**config.mk**
```make
export PLATFORM = sky130hd
export DESIGN_NAME = ca_pattern_gen
export DESIGN_NICKNAME = d
export VERILOG_FILES = /design/src/rtl/ca_pkg.sv /design/src/rtl/ca_cell.sv /design/src/rtl/ca_seed_guard.sv /design/src/rtl/ca_pattern_gen.sv
export SDC_FILE = /design/constraint.sdc
export NUM_CORES = 1
export LEC_CHECK = 0
export BUFFER_PORTS_ARGS = -buffer_cell sky130_fd_sc_hd__buf_2
export CAP_MARGIN = 10
export CORE_AREA = 3 3 40 42
export CTS_BUF_LIST = sky130_fd_sc_hd__clkbuf_8
export CTS_CLUSTER_DIAMETER = 120
export DETAILED_ROUTE_END_ITERATION = 8
export DIE_AREA = 0 0 43 45
export PLACE_DENSITY = 0.54
export SYNTH_ARGS = -nofsm -noshare
export SYNTH_HDL_FRONTEND = slang
export SYNTH_HIERARCHICAL = 1
export SYNTH_SLANG_ARGS = --single-unit
```
**constraint.sdc**
```tcl
create_clock -name clk -period 2.5 [get_ports clk]
set_clock_uncertainty 0.1 [all_clocks]
set_input_delay 0.25 -clock clk [delete_from_list [all_inputs] [get_ports clk]]
set_output_delay 0.25 -clock clk [all_outputs]
set_load 0.005 [all_outputs]
```
**src/rtl/ca_pkg.sv**
```systemverilog
package ca_pkg;

    typedef enum logic [1:0] {
        CA_HOLD = 2'd0,
        CA_LOAD = 2'd1,
        CA_STEP = 2'd2
    } ca_op_e;

endpackage

```
**src/rtl/ca_cell.sv**
```systemverilog
module ca_cell #(
    parameter bit SELF_TAP = 1'b0
) (
    input  logic nb_lo,
    input  logic own,
    input  logic nb_hi,
    output logic nxt
);

    generate
        if (SELF_TAP) begin : g_rule150
            assign nxt = nb_lo ^ own ^ nb_hi;
        end else begin : g_rule90
            assign nxt = nb_lo ^ nb_hi;
        end
    endgenerate

endmodule

```
**src/rtl/ca_seed_guard.sv**
```systemverilog
module ca_seed_guard #(
    parameter int                N            = 4,
    parameter logic [N-1:0]      SEED_DEFAULT = 1
) (
    input  logic [N-1:0] seed_raw,
    output logic [N-1:0] seed_safe
);

    always_comb begin
        seed_safe = (seed_raw == '0) ? SEED_DEFAULT : seed_raw;
    end

endmodule

```
**src/rtl/ca_pattern_gen.sv**
```systemverilog
module ca_pattern_gen #(
    parameter int           N            = 4,
    parameter logic [N-1:0] RULE_MASK    = 4'b1010,
    parameter logic [N-1:0] SEED_DEFAULT = 4'b0001
) (
    input  logic         clk,
    input  logic         rst_n,
    input  logic         load_i,
    input  logic [N-1:0] seed_i,
    input  logic         run_i,
    output logic [N-1:0] pattern_o
);
    import ca_pkg::*;

    localparam int PADW = N + 2;

    typedef struct packed {
        logic [N-1:0] cells;
    } ca_state_t;

    ca_state_t    st_d, st_q;
    ca_op_e       op;
    logic [PADW-1:0] padded;
    logic [N-1:0] stepped;
    logic [N-1:0] seed_ok;

    assign padded = {1'b0, st_q.cells, 1'b0};

    generate
        for (genvar i = 0; i < N; i++) begin : g_cell
            ca_cell #(.SELF_TAP(RULE_MASK[i])) u_cell (
                .nb_lo (padded[i]),
                .own   (padded[i+1]),
                .nb_hi (padded[i+2]),
                .nxt   (stepped[i])
            );
        end
    endgenerate

    ca_seed_guard #(.N(N), .SEED_DEFAULT(SEED_DEFAULT)) u_guard (
        .seed_raw  (seed_i),
        .seed_safe (seed_ok)
    );

    always_comb begin
        if (load_i)     op = CA_LOAD;
        else if (run_i) op = CA_STEP;
        else            op = CA_HOLD;

        st_d = st_q;
        unique case (op)
            CA_LOAD: st_d.cells = seed_ok;
            CA_STEP: st_d.cells = stepped;
            default: st_d.cells = st_q.cells;
        endcase
    end

    always_ff @(posedge clk) begin
        if (!rst_n) st_q <= '{cells: SEED_DEFAULT};
        else        st_q <= st_d;
    end

    assign pattern_o = st_q.cells;

    AST_NEVER_ZERO: assert property (@(posedge clk) disable iff (!rst_n)
        pattern_o != '0);

    AST_LOAD_WINS: assert property (@(posedge clk) disable iff (!rst_n)
        (load_i && seed_i != '0) |=> (pattern_o == $past(seed_i)));

    AST_ZERO_SEED_SUBST: assert property (@(posedge clk) disable iff (!rst_n)
        (load_i && seed_i == '0) |=> (pattern_o == SEED_DEFAULT));

    AST_IDLE_HOLD: assert property (@(posedge clk) disable iff (!rst_n)
        (!load_i && !run_i) |=> $stable(pattern_o));

    AST_STEP_MOVES: assert property (@(posedge clk) disable iff (!rst_n)
        (run_i && !load_i) |=> (pattern_o != $past(pattern_o)));

endmodule

```
==> results.py <==
metrics = {
    "status": {
        "status": "finished, final reports clean",
    },
    "worst_setup_path": {
        "critPathKind": "reg2reg",
        "crit_fanout": 5,
        "crit_required_ps": 2490,
        "start_kind": "flip-flop",
        "worstPathArrival_ps": 1350,
        "reg2reg_slack_ps": 1150,
        "critPathCaptureType": "flip-flop",
    },
    "sta": {
        "timing.final.crit_period_ps": 1350,
        "max_freq_mhz": 739,
        "hold_viol": 0,
        "fin_setup_tns_ps": 0,
        "fin_crit_sh_pct": 54.1,
        "hold_slack_ps": 147,
        "grt_setup_unrepaired": "no",
        "setup_viol_count_final": 0,
        "slew_viol_final": 0,
    },
    "grt": {
        "busiest_layer": "met2",
        "overflow": 0,
        "grt_pass1_vias": 232,
        "grt_max_degree": 6,
        "grtUsageTotal_pct": 7.10,
        "grt.met2_usage_pct": 9.28,
        "antenna_found_initial": 0,
        "use_met3_pct": 2.79,
        "grt_use_met1_pct": 8.52,
        "grt_pass1_wl_um": 952,
    },
    "synth": {
        "synthCells": 29,
        "yosysSeqAreaShare_pct": 28.6,
        "netlist_area_um2": 280,
        "synth_cell_types": 14,
        "yosysWarningCount": 6,
        "ys_top_cells_by_area": "dfxtp_1 (29%), xor3_1 (17%), mux2i_1 (14%)",
        "syn_avg_cell_area_um2": 9.66,
        "yosys.area.top_type": "dfxtp_1",
        "synth_top_area_share_pct": 28.6,
        "ys_seq_elements": 4,
    },
    "detailed_routing": {
        "wl_per_cell_um": 9.22,
        "dr.first_iter.drc_count": 4,
        "drcViolationCount": 0,
        "drt_wl_total_um": 507,
        "ant_nets": 0,
        "dr.pass1.iters": 2,
        "vias": 227,
        "drt-vias-per-instance": 4.13,
    },
    "clocking": {
        "htree_levels": 1,
        "post_cts_buffers": 0,
        "cts_buffers": 3,
        "clock-sinks": 4,
        "clk_pin_slew_worst_paths_ps": 30,
        "cts_tree": "yes",
        "cts_buffer_depth": 2,
        "root_buffer": "clkbuf_8",
        "cts_resized": 0,
        "clk_latency_ps": 210,
        "hold_buffers": 0,
    },
    "cells_and_area": {
        "area_growth_pct": 36.6,
        "post-route-cell-area_um2": 383,
        "drive_gt1_share_pct": 35.0,
        "final_nets": 50,
        "final_common_cell": "buf_2",
        "final_util_pct": 29.8,
        "diodes": 0,
        "final_cell_mix": "buf_2 (11), mux2i_1 (4), dfxtp_1 (4)",
        "largest_reg_flops": 4,
    },
    "run": {
        "drv_cap": 0,
    },
    "power_and_ir_drop": {
        "p_per_area_mw_per_mm2": 685,
        "power_leakage_nw": 0.205,
        "ir_drop_uv": 177,
    },
    "floorplan": {
        "dieArea_mm2": 0.00194,
        "die_x_um": 43,
        "fp-row-count": 13,
        "coreArea_mm2": 0.00128,
        "initial_core_util_pct": 21.8,
        "die_h_um": 45,
        "boundaryPins": 12,
    },
    "hold_path": {
        "hold_class": "in2reg",
    },
    "placed_design": {
        "place.gp.congestion": 0.658,
        "port_buffers": 11,
        "postPlaceCellArea_um2": 342,
    },
}
worst max-delay path, cell delays in order, from the launching register on:
cell and delay, ps:
dfxtp_1 410, xor3_1 470, mux2i_1 160, a211oi_1 90
routing by layer:
layer	wire length (um)	vias to the layer above	share of wire (%)
met1	230	94	45
met5	0	-	0
met4	19	0	3.7
met3	47	3	9.3
met2	210	13	41
li1	-	117	-
layout make-up:
type                       count  area, um^2
fill                         135         902
multi-input combinational     20         180
sequential                     4        80.1
timing repair buffer          11        55.1
clock buffer                   3        41.3
tap                           15        18.8
inverter                       2        7.51
power breakdown:
group | leakage, nW | internal, W | total, W | switching, W
clock | 0.0216 | 0.000102 | 0.000133 | 0.0000309
combinational | 0.150 | 0.0000327 | 0.0000513 | 0.0000186
sequential | 0.0333 | 0.0000703 | 0.0000778 | 0.00000741
total | 0.205 | 0.000205 | 0.000262 | 0.0000569
synth_stat cells:
cell type  number
and3b_1         1
a31oi_1         1
mux2i_1         4
nor2b_1         3
clkbuf_1        3
inv_1           2
dfxtp_1         4
or2_1           1
xor2_1          2
a211oi_1        3
conb_1          1
xor3_1          2
nor3_1          1
clkbuf_2        1
kinds of logic (layout without fill, tap and decap cells):
logic type                count (synthesis)  in the layout  synth area share, %
muxes                                     4              4                 14.3
xor gates and xnor gates                  4              4                 23.2
AOI/OAI and AO/OA                         4              4                 10.3
DFF                                       4              4                 28.6
buffers and inverters                     6             16                 8.48
and+or+nand+nor                           6              6                 13.8
other                                     1              2                 1.34
stage by stage:
step	setup slack, ps	total power, W	std cells
floorplan	1260	0.000114	30
global placement	1170	0.000129	52
detailed placement	1150	0.000130	52
CTS	1140	0.000265	55
global route	1030	0.000279	55
finish	1150	0.000262	55
final timing paths:
kind	cells after the start	start	endpoint
worst max-delay path	3	pattern_o[1]$_SDFFE_PN0P_	pattern_o[1]$_SDFFE_PN0P_
worst max register to register	3	pattern_o[1]$_SDFFE_PN0P_	pattern_o[1]$_SDFFE_PN0P_
worst min-delay path	2	rst_n	pattern_o[0]$_SDFFE_PN1P_
worst min register to register	2	pattern_o[3]$_SDFFE_PN0P_	pattern_o[3]$_SDFFE_PN0P_
Power figures use the tool's default switching activity.
